$ cat config.mk
export PLATFORM = sky130hd
export DESIGN_NAME = pbcd_codec
export DESIGN_NICKNAME = d
export VERILOG_FILES = /design/src/rtl/pbcd_pkg.sv /design/src/rtl/pbcd_pair_codec.sv /design/src/rtl/pbcd_div_serial.sv /design/src/rtl/pbcd_codec.sv
export SDC_FILE = /design/constraint.sdc
export NUM_CORES = 1
export LEC_CHECK = 0
export CORE_ASPECT_RATIO = 0.6
export CORE_UTILIZATION = 35
export DETAILED_ROUTE_END_ITERATION = 8
export DONT_BUFFER_PORTS = 1
export PLACE_DENSITY = 0.58
export RECOVER_POWER = 25
export SETUP_SLACK_MARGIN = 0.4
export SYNTH_ARGS = -nofsm -noshare
export SYNTH_HDL_FRONTEND = slang
export SYNTH_SLANG_ARGS = --single-unit
export TNS_END_PERCENT = 50
$ cat constraint.sdc
create_clock -name clk -period 8.06 [get_ports clk]
set_input_delay 0.403 -clock clk [delete_from_list [all_inputs] [get_ports clk]]
set_output_delay 0.403 -clock clk [all_outputs]
set_load 0.05 [all_outputs]
$ cat src/rtl/pbcd_pkg.sv
package pbcd_pkg;

    typedef enum logic [1:0] {
        ST_IDLE   = 2'd0,
        ST_UNPACK = 2'd1,
        ST_DIVIDE = 2'd2,
        ST_ZFILL  = 2'd3
    } pbcd_state_e;

    localparam int unsigned PAIR_RADIX = 100;

endpackage

$ cat src/rtl/pbcd_pair_codec.sv
module pbcd_pair_codec (
    input  logic [7:0] byte_in,
    output logic [7:0] pair_val,
    input  logic [6:0] rem_in,
    output logic [7:0] byte_out
);
    logic [14:0] scaled;
    logic [3:0]  tens;
    logic [3:0]  units;

    always_comb begin
        // high nibble times ten plus low nibble, no digit range check
        pair_val = ({4'd0, byte_in[7:4]} << 3) + ({4'd0, byte_in[7:4]} << 1)
                 + {4'd0, byte_in[3:0]};
        // divide by ten via reciprocal multiply, exact for 0..99
        scaled   = {8'd0, rem_in} * 15'd205;
        tens     = 4'(scaled >> 11);
        units    = rem_in[3:0] - {tens[0], 3'b000} - {tens[2:0], 1'b0};
        byte_out = {tens, units};
    end
endmodule

$ cat src/rtl/pbcd_div_serial.sv
module pbcd_div_serial #(
    parameter int W       = 64,
    parameter int DIVISOR = 100
) (
    input  logic                         clk,
    input  logic                         rst_n,
    input  logic                         go,
    input  logic [W-1:0]                 dividend,
    output logic [W-1:0]                 quot,
    output logic [$clog2(DIVISOR)-1:0]   rem,
    output logic                         ready
);
    localparam int RW = $clog2(DIVISOR);
    localparam int CW = $clog2(W + 1);

    typedef struct packed {
        logic          run;
        logic [CW-1:0] cnt;
        logic [RW-1:0] rem;
        logic [W-1:0]  quo;
    } div_regs_t;

    div_regs_t     r_d, r_q;
    logic [RW:0]   shifted;
    logic          fits;

    always_comb begin
        r_d     = r_q;
        shifted = {r_q.rem, r_q.quo[W-1]};
        fits    = (shifted >= (RW+1)'(DIVISOR));
        if (go) begin
            r_d.run = 1'b1;
            r_d.cnt = CW'(W);
            r_d.rem = '0;
            r_d.quo = dividend;
        end else if (r_q.run && r_q.cnt != '0) begin
            r_d.rem = fits ? RW'(shifted - (RW+1)'(DIVISOR)) : RW'(shifted);
            r_d.quo = {r_q.quo[W-2:0], fits};
            r_d.cnt = r_q.cnt - 1'b1;
        end
    end

    always_ff @(posedge clk or negedge rst_n) begin
        if (!rst_n) r_q <= '0;
        else        r_q <= r_d;
    end

    assign quot  = r_q.quo;
    assign rem   = r_q.rem;
    assign ready = r_q.run && (r_q.cnt == '0);

    // partial remainder never reaches the divisor
    a_r5_rem_below_divisor: assert property (@(posedge clk) disable iff (!rst_n)
        r_q.run |-> (r_q.rem < RW'(DIVISOR)));

    // each division step retires one dividend bit per cycle
    a_r6_step_count: assert property (@(posedge clk) disable iff (!rst_n)
        (r_q.run && r_q.cnt != '0 && !go) |=> (r_q.cnt == $past(r_q.cnt) - 1'b1));
endmodule

$ cat src/rtl/pbcd_codec.sv
module pbcd_codec
    import pbcd_pkg::*;
#(
    parameter int NBYTES = 10,
    parameter int BIN_W  = 64
) (
    input  logic                     clk,
    input  logic                     rst_n,
    input  logic                     start,
    input  logic                     pack_mode,
    input  logic [NBYTES-1:0][7:0]   dec_in,
    input  logic [BIN_W-1:0]         bin_in,
    output logic                     busy,
    output logic                     done,
    output logic                     ovf,
    output logic [BIN_W-1:0]         bin_out,
    output logic [NBYTES-1:0][7:0]   dec_out
);
    localparam int NPAIRS    = NBYTES - 1;
    localparam int SIGN_BYTE = NBYTES - 1;
    localparam int IDX_W     = $clog2(NBYTES);
    localparam int RW        = $clog2(PAIR_RADIX);
    localparam logic [IDX_W-1:0] LAST_PAIR = IDX_W'(NPAIRS - 1);

    function automatic logic [BIN_W-1:0] radix_power(input int n);
        logic [BIN_W-1:0] p;
        p = BIN_W'(1);
        for (int i = 0; i < n; i++) p = p * BIN_W'(PAIR_RADIX);
        return p;
    endfunction

    localparam logic [BIN_W-1:0] DEC_LIMIT = radix_power(NPAIRS);

    typedef struct packed {
        pbcd_state_e              state;
        logic [IDX_W-1:0]         idx;
        logic [BIN_W-1:0]         acc;
        logic                     done;
        logic                     ovf;
        logic [BIN_W-1:0]         bin;
        logic [NBYTES-1:0][7:0]   dec;
    } codec_regs_t;

    codec_regs_t        r_d, r_q;
    logic [7:0]         cur_byte;
    logic [7:0]         pair_val;
    logic [7:0]         pack_byte;
    logic               div_go;
    logic [BIN_W-1:0]   div_arg;
    logic [BIN_W-1:0]   div_quot;
    logic [RW-1:0]      div_rem;
    logic               div_ready;
    logic [BIN_W-1:0]   mag;
    logic [BIN_W-1:0]   acc_step;

    assign cur_byte = dec_in[r_q.idx];

    pbcd_pair_codec u_pair (
        .byte_in  (cur_byte),
        .pair_val (pair_val),
        .rem_in   (div_rem),
        .byte_out (pack_byte)
    );

    pbcd_div_serial #(
        .W       (BIN_W),
        .DIVISOR (PAIR_RADIX)
    ) u_div (
        .clk      (clk),
        .rst_n    (rst_n),
        .go       (div_go),
        .dividend (div_arg),
        .quot     (div_quot),
        .rem      (div_rem),
        .ready    (div_ready)
    );

    always_comb begin
        r_d      = r_q;
        r_d.done = 1'b0;
        div_go   = 1'b0;
        div_arg  = r_q.acc;
        mag      = bin_in[BIN_W-1] ? (~bin_in + BIN_W'(1)) : bin_in;
        acc_step = r_q.acc * BIN_W'(PAIR_RADIX) + BIN_W'(pair_val);

        case (r_q.state)
            ST_IDLE: begin
                if (start) begin
                    if (!pack_mode) begin
                        r_d.state = ST_UNPACK;
                        r_d.idx   = LAST_PAIR;
                        r_d.acc   = '0;
                    end else begin
                        r_d.ovf            = (mag >= DEC_LIMIT);
                        r_d.dec[SIGN_BYTE] = bin_in[BIN_W-1] ? 8'h80 : 8'h00;
                        r_d.idx            = '0;
                        r_d.acc            = mag;
                        if (mag != '0) begin
                            div_go    = 1'b1;
                            div_arg   = mag;
                            r_d.state = ST_DIVIDE;
                        end else begin
                            r_d.state = ST_ZFILL;
                        end
                    end
                end
            end
            ST_UNPACK: begin
                r_d.acc = acc_step;
                if (r_q.idx == '0) begin
                    r_d.bin   = dec_in[SIGN_BYTE][7] ? (~acc_step + BIN_W'(1)) : acc_step;
                    r_d.done  = 1'b1;
                    r_d.state = ST_IDLE;
                end else begin
                    r_d.idx = r_q.idx - 1'b1;
                end
            end
            ST_DIVIDE: begin
                if (div_ready) begin
                    r_d.dec[r_q.idx] = pack_byte;
                    r_d.acc          = div_quot;
                    if (r_q.idx == LAST_PAIR) begin
                        r_d.done  = 1'b1;
                        r_d.state = ST_IDLE;
                    end else begin
                        r_d.idx = r_q.idx + 1'b1;
                        if (div_quot != '0) begin
                            div_go  = 1'b1;
                            div_arg = div_quot;
                        end else begin
                            r_d.state = ST_ZFILL;
                        end
                    end
                end
            end
            ST_ZFILL: begin
                r_d.dec[r_q.idx] = 8'h00;
                if (r_q.idx == LAST_PAIR) begin
                    r_d.done  = 1'b1;
                    r_d.state = ST_IDLE;
                end else begin
                    r_d.idx = r_q.idx + 1'b1;
                end
            end
            default: r_d.state = ST_IDLE;
        endcase
    end

    always_ff @(posedge clk or negedge rst_n) begin
        if (!rst_n) r_q <= '0;
        else        r_q <= r_d;
    end

    assign busy    = (r_q.state != ST_IDLE);
    assign done    = r_q.done;
    assign ovf     = r_q.ovf;
    assign bin_out = r_q.bin;
    assign dec_out = r_q.dec;

    // completion pulse lasts one cycle
    a_r8_done_pulse: assert property (@(posedge clk) disable iff (!rst_n)
        done |=> !done);

    // engine is idle whenever done is shown
    a_r8_done_not_busy: assert property (@(posedge clk) disable iff (!rst_n)
        done |-> !busy);

    // decode walks bytes downward one per cycle
    a_r1_index_walks_down: assert property (@(posedge clk) disable iff (!rst_n)
        (r_q.state == ST_UNPACK && r_q.idx != '0)
        |=> (r_q.state == ST_UNPACK && r_q.idx == $past(r_q.idx) - 1'b1));

    // a decode in flight cannot be turned into an encode
    a_r9_decode_holds: assert property (@(posedge clk) disable iff (!rst_n)
        (r_q.state == ST_UNPACK) |=> (r_q.state == ST_UNPACK || r_q.state == ST_IDLE));

    // zero filling never resumes division
    a_r6_fill_holds: assert property (@(posedge clk) disable iff (!rst_n)
        (r_q.state == ST_ZFILL) |=> (r_q.state == ST_ZFILL || r_q.state == ST_IDLE));

    // packed pairs contain decimal digits only
    a_r5_digits_decimal: assert property (@(posedge clk) disable iff (!rst_n)
        (r_q.state == ST_DIVIDE && div_ready)
        |-> (pack_byte[7:4] <= 4'd9 && pack_byte[3:0] <= 4'd9));

    // sign byte during an encode is one of the two legal codes
    a_r4_sign_code: assert property (@(posedge clk) disable iff (!rst_n)
        (r_q.state == ST_DIVIDE || r_q.state == ST_ZFILL)
        |-> (dec_out[SIGN_BYTE] == 8'h80 || dec_out[SIGN_BYTE] == 8'h00));

    // overflow flag only moves when an encode is accepted
    a_r7_ovf_stable: assert property (@(posedge clk) disable iff (!rst_n)
        busy |=> $stable(ovf));
endmodule

==> results.md <==
Clock network:
- The CTS root buffer is sky130_fd_sc_hd__clkbuf_16.
- The H-tree depth is 1.
- TritonCTS built the clock tree.
- The number of buffers inserted during clock tree synthesis is 29.
- The TritonCTS sink count is 293.
- The later pin in the worst-skew pair is clocked with a latency of 0.61 ns.
- The clock transition at the register clock pins on the worst setup and hold paths after CTS is 0.07 ns.
- The clock passes through at most 3 buffers.

Global route:
- The via count of the first global-routing pass is 21969.
- Entering global routing, the biggest net connects 294 pins.
- After global routing the overflow that remains totals 0.
- The initial antenna violation count is 3.
- Global routing used 22.7% of the available tracks across all layers.
- The first-pass GRT wire length is 145000 microns.

Timing:
- Clock skew on the completed layout was measured at 0.0201 ns.
- The accumulated negative setup slack is 0 ns.
- The worst hold slack after final layout is 0.0599 ns.
- Derived from the worst setup path, the maximum achievable clock frequency is 136 MHz.
- Of the available clock period, the critical path in the final layout requires 91.5%.
- Measured against its own limit, the worst slew margin works out to -314%.
- Setup repair after global routing could not meet its margin everywhere.
- The number of max-slew violations in the final report is 122.
- Setup violations remaining at the end of the flow were counted as 0.
- The final critical delay including setup and external delays is 7.37 ns.
- The count of endpoints failing hold in the final timing report is 0.
- The transition time at the pin with the least slew margin is 6.21 ns.

Critical path:
- The startpoint type of the worst setup path is a register.
- The largest fanout on the critical path is 11.
- The type of the worst setup path is reg2reg.
- The worst setup path is captured at a register.
- For the worst setup path, the data required time is 8.53 ns.
- The signal arrival time at the worst endpoint is 7.85 ns.

Routing:
- The number of DRC markers in iteration 0 is 2814.
- Dividing the detail-routed wire length by the instance count gives 22.6 microns.
- The uppermost layer routed is met5.
- The routed design uses 10000 microns of met3 wire.
- The via-per-instance ratio is 5.77.
- The total via count after detailed routing is 24921.
- The first-pass detailed-route iteration total is 5.
- The final layout contains routed wiring with a total length of 97600 microns.
- After detailed routing, the number of remaining DRC violations is 0.
- The remaining number of nets flagged by the antenna check after routing is 0.
- The routed design uses 38000 microns of met2 wire.
- In the final routing, the length of wire on met1 measures 48300 microns.

Power:
- For this design the static power due to leakage is 14.0 nW.
- VDD sags by at most 0.000171 V.
- The total power density per cell area is 107 nW/um^2.

Final layout:
- The proportion of layout cells with a drive suffix above 1 is 9.22%.
- Relative to the synthesized area, the layout overhead comes to 4.60%.
- At the end of the flow, the number of nets in the layout was 3690.
- 0 antenna diodes ended up in the layout.
- The filler cell count is 8333.

Die:
- The floorplan die width is 371 microns.
- The initial cell density of the core is 35.7%.
- The placement row count is 80.
- 295 I/O pins were placed.
- The die covers 83000 sq um.
- The region available for standard cell placement spans 80300 sq um.
- The height of the die is 224 microns.

Status:
- The checks that failed: capacitance limit, slew limit.
- The flow ran to the end, but the final reports show violations.

Logic synthesis:
- The count of flip-flops with a built-in enable after synthesis is 0.
- Synthesis handed over a netlist of 3427 instances.
- The portion of the post-synthesis area used by sequential elements is 25.6%.
- Averaged over all synthesized cells, the footprint is 8.36 sq um.
- In the synthesized netlist the async set-or-reset flop fraction comes to 100%.
- The number of nets handed over by synthesis was 3886.
- Counting flops and latches in the post-synthesis netlist gives 293.
- The number of warnings issued by yosys is 0.
- Summing every instance area after synthesis gives 28600 sq um.
- The number of different library cells used by synthesis comes to 94.
- The flip-flop cell with the highest count after synthesis is sky130_fd_sc_hd__dfrtp_1.

Placed design:
- The count of buffers from port buffering is 0.
- The wire-length estimate of the detail-placed layout is 78400 microns.
- The routability-driven placement congestion ratio is 0.969.

Run:
- The number of maximum-capacitance violations is 1.

Worst hold path:
- The type of the tightest min-delay check is in2reg.
[cell usage after synthesis (9+ instances only)]
cell | count | area (sq um)
sky130_fd_sc_hd__a211oi_1 | 22 | 165
sky130_fd_sc_hd__a21o_1 | 21 | 158
sky130_fd_sc_hd__a21oi_1 | 235 | 1180
sky130_fd_sc_hd__a22o_1 | 57 | 499
sky130_fd_sc_hd__a22oi_1 | 62 | 465
sky130_fd_sc_hd__a31oi_1 | 13 | 81.3
sky130_fd_sc_hd__and2_1 | 26 | 163
sky130_fd_sc_hd__and3_1 | 24 | 150
sky130_fd_sc_hd__and4_1 | 11 | 96.3
sky130_fd_sc_hd__buf_2 | 17 | 85.1
sky130_fd_sc_hd__buf_4 | 145 | 1090
sky130_fd_sc_hd__buf_6 | 9 | 101
sky130_fd_sc_hd__clkbuf_1 | 130 | 488
sky130_fd_sc_hd__dfrtp_1 | 293 | 7330
sky130_fd_sc_hd__fa_1 | 69 | 1380
sky130_fd_sc_hd__ha_1 | 242 | 3030
sky130_fd_sc_hd__inv_1 | 335 | 1260
sky130_fd_sc_hd__mux2_2 | 74 | 833
sky130_fd_sc_hd__mux2i_1 | 27 | 270
sky130_fd_sc_hd__mux4_2 | 16 | 360
sky130_fd_sc_hd__nand2_1 | 256 | 961
sky130_fd_sc_hd__nand2b_1 | 28 | 175
sky130_fd_sc_hd__nand3_1 | 47 | 235
sky130_fd_sc_hd__nand4_1 | 58 | 363
sky130_fd_sc_hd__nor2_1 | 260 | 976
sky130_fd_sc_hd__nor2b_1 | 17 | 106
sky130_fd_sc_hd__nor3_1 | 60 | 300
sky130_fd_sc_hd__nor4_1 | 59 | 369
sky130_fd_sc_hd__o211ai_1 | 12 | 90.1
sky130_fd_sc_hd__o21a_1 | 23 | 173
sky130_fd_sc_hd__o21ai_0 | 199 | 996
sky130_fd_sc_hd__o21bai_1 | 10 | 75.1
sky130_fd_sc_hd__o22ai_1 | 70 | 438
sky130_fd_sc_hd__o31a_1 | 9 | 78.8
sky130_fd_sc_hd__o31ai_1 | 31 | 233
sky130_fd_sc_hd__o41ai_1 | 14 | 123
sky130_fd_sc_hd__or2_2 | 21 | 131
sky130_fd_sc_hd__or3_1 | 38 | 238
sky130_fd_sc_hd__or4_1 | 19 | 143
sky130_fd_sc_hd__xnor2_1 | 131 | 1150
sky130_fd_sc_hd__xor2_1 | 107 | 937
[per-layer routing]
| metal | vias up | GRT usage [%] |
|---|---|---|
| li1 | 11569 | - |
| met1 | 12245 | 36.8 |
| met2 | 1027 | 29.5 |
| met3 | 78 | 6.02 |
| met4 | 2 | 2.79 |
| met5 | - | 0 |
[registers in the layout (all words and copies together), names as in the netlist]
name,count
u_div.r_q,8
done,1
bin_out,64
ovf,1
r_q,68
u_div.rem,7
u_div.quot,64
dec_out,80
[cells in the final DEF (no fill, tap or decap), types with 14 or more instances in the layout]
| master | n |
|---|---|
| sky130_fd_sc_hd__a211oi_1 | 22 |
| sky130_fd_sc_hd__a21o_1 | 21 |
| sky130_fd_sc_hd__a21oi_1 | 235 |
| sky130_fd_sc_hd__a22o_1 | 57 |
| sky130_fd_sc_hd__a22oi_1 | 62 |
| sky130_fd_sc_hd__and2_1 | 26 |
| sky130_fd_sc_hd__and3_1 | 24 |
| sky130_fd_sc_hd__buf_4 | 74 |
| sky130_fd_sc_hd__clkbuf_16 | 29 |
| sky130_fd_sc_hd__dfrtp_1 | 291 |
| sky130_fd_sc_hd__fa_1 | 69 |
| sky130_fd_sc_hd__ha_1 | 240 |
| sky130_fd_sc_hd__inv_1 | 335 |
| sky130_fd_sc_hd__mux2_2 | 74 |
| sky130_fd_sc_hd__mux2i_1 | 27 |
| sky130_fd_sc_hd__mux4_2 | 16 |
| sky130_fd_sc_hd__nand2_1 | 256 |
| sky130_fd_sc_hd__nand2b_1 | 27 |
| sky130_fd_sc_hd__nand3_1 | 47 |
| sky130_fd_sc_hd__nand4_1 | 58 |
| sky130_fd_sc_hd__nor2_1 | 258 |
| sky130_fd_sc_hd__nor2b_1 | 15 |
| sky130_fd_sc_hd__nor3_1 | 57 |
| sky130_fd_sc_hd__nor4_1 | 56 |
| sky130_fd_sc_hd__o21a_1 | 23 |
| sky130_fd_sc_hd__o21ai_0 | 199 |
| sky130_fd_sc_hd__o22ai_1 | 69 |
| sky130_fd_sc_hd__o31ai_1 | 30 |
| sky130_fd_sc_hd__o41ai_1 | 14 |
| sky130_fd_sc_hd__or2_2 | 20 |
| sky130_fd_sc_hd__or3_1 | 35 |
| sky130_fd_sc_hd__or4_1 | 19 |
| sky130_fd_sc_hd__xnor2_1 | 131 |
| sky130_fd_sc_hd__xor2_1 | 107 |
[final timing paths]
path | cells after the start | startpoint | to | slack [ns]
setup / recovery | 24 | r_q[210] | bin_out[57] | 0.69
hold / removal | 2 | pack_mode | r_q[214] | 0.06
setup reg to reg | 24 | r_q[210] | bin_out[57] | 0.69
hold reg to reg | 2 | u_div.r_q[77] | u_div.r_q[77] | 0.53
max in group asynchronous | 2 | rst_n | bin_out[3] | 1.64
min in group asynchronous | 2 | rst_n | bin_out[45] | 2.70
[through the flow]
step                instances  setup WS [ns]  total power [mW]  area, sq um  utilization, %
detailed placement       4262          0.243              1.69        28800            35.9
CTS                      4317          0.408              3.23        29800            37.2
global placement         4262          0.304              1.69        28800            35.9
global route             4320          0.385              3.31        30000            37.3
finish                   4320          0.685              3.21        30000            37.3
floorplan                3427          0.613              1.64        28700               -
[cell families after synthesis]
logic type	count (synthesis)	share of synthesized area [%]
AOI/OAI and AO/OA	854	19.1
xor gates and xnor gates	238	7.28
adders and majority gates	311	15.4
buffers and inverters	641	10.6
DFF	293	25.6
muxes	117	5.11
and+or+nand+nor	973	16.9
[power by group]
part	total [mW]	internal [mW]	switching, mW	leakage [nW]
logic	0.228	0.0749	0.153	9.72
clock network	1.51	0.838	0.671	0.490
registers	1.47	1.47	0	3.75
total	3.21	2.38	0.823	14.0
[worst max-delay path, stage by stage (launching register included)]
cell and delay, ns:
sky130_fd_sc_hd__dfrtp_2 0.37, sky130_fd_sc_hd__buf_12 0.14, sky130_fd_sc_hd__mux4_2 0.49, sky130_fd_sc_hd__mux2i_1 0.15, sky130_fd_sc_hd__o22ai_1 0.15, sky130_fd_sc_hd__fa_1 0.60
sky130_fd_sc_hd__fa_1 0.44, sky130_fd_sc_hd__ha_1 0.26, sky130_fd_sc_hd__fa_1 0.42, sky130_fd_sc_hd__a21oi_1 0.17, sky130_fd_sc_hd__nor2b_1 0.09, sky130_fd_sc_hd__a311o_2 0.46
sky130_fd_sc_hd__xor2_1 0.20, sky130_fd_sc_hd__or3_1 0.45, sky130_fd_sc_hd__or3_4 0.41, sky130_fd_sc_hd__or3_1 0.36, sky130_fd_sc_hd__nand2b_2 0.26, sky130_fd_sc_hd__nor4_2 0.17
sky130_fd_sc_hd__buf_4 0.18, sky130_fd_sc_hd__nand4_1 0.24, sky130_fd_sc_hd__or2_4 0.33, sky130_fd_sc_hd__or3_4 0.39, sky130_fd_sc_hd__o31ai_1 0.25, sky130_fd_sc_hd__xor2_1 0.17
sky130_fd_sc_hd__o21ai_0 0.09
[final cells by class]
cell class / instances / area, sq um / share of cell area, %
Timing Repair Buffer: 78 / 623 / 2.08
Multi-Input combinational cell: 2493 / 18400 / 61.4
Clock buffer: 36 / 802 / 2.68
Tap cell: 1066 / 1330 / 4.45
Clock inverter: 18 / 214 / 0.714
Inverter: 336 / 1260 / 4.21
Sequential cell: 293 / 7330 / 24.5
[what timing repair did]
item	CTS	global route
gates resized for setup	1	18
buffers inserted	0	1
endpoints found under the setup margin	12	22
endpoints found under the hold margin	293	120
hold buffers	1	1
Power figures use the tool's default switching activity.
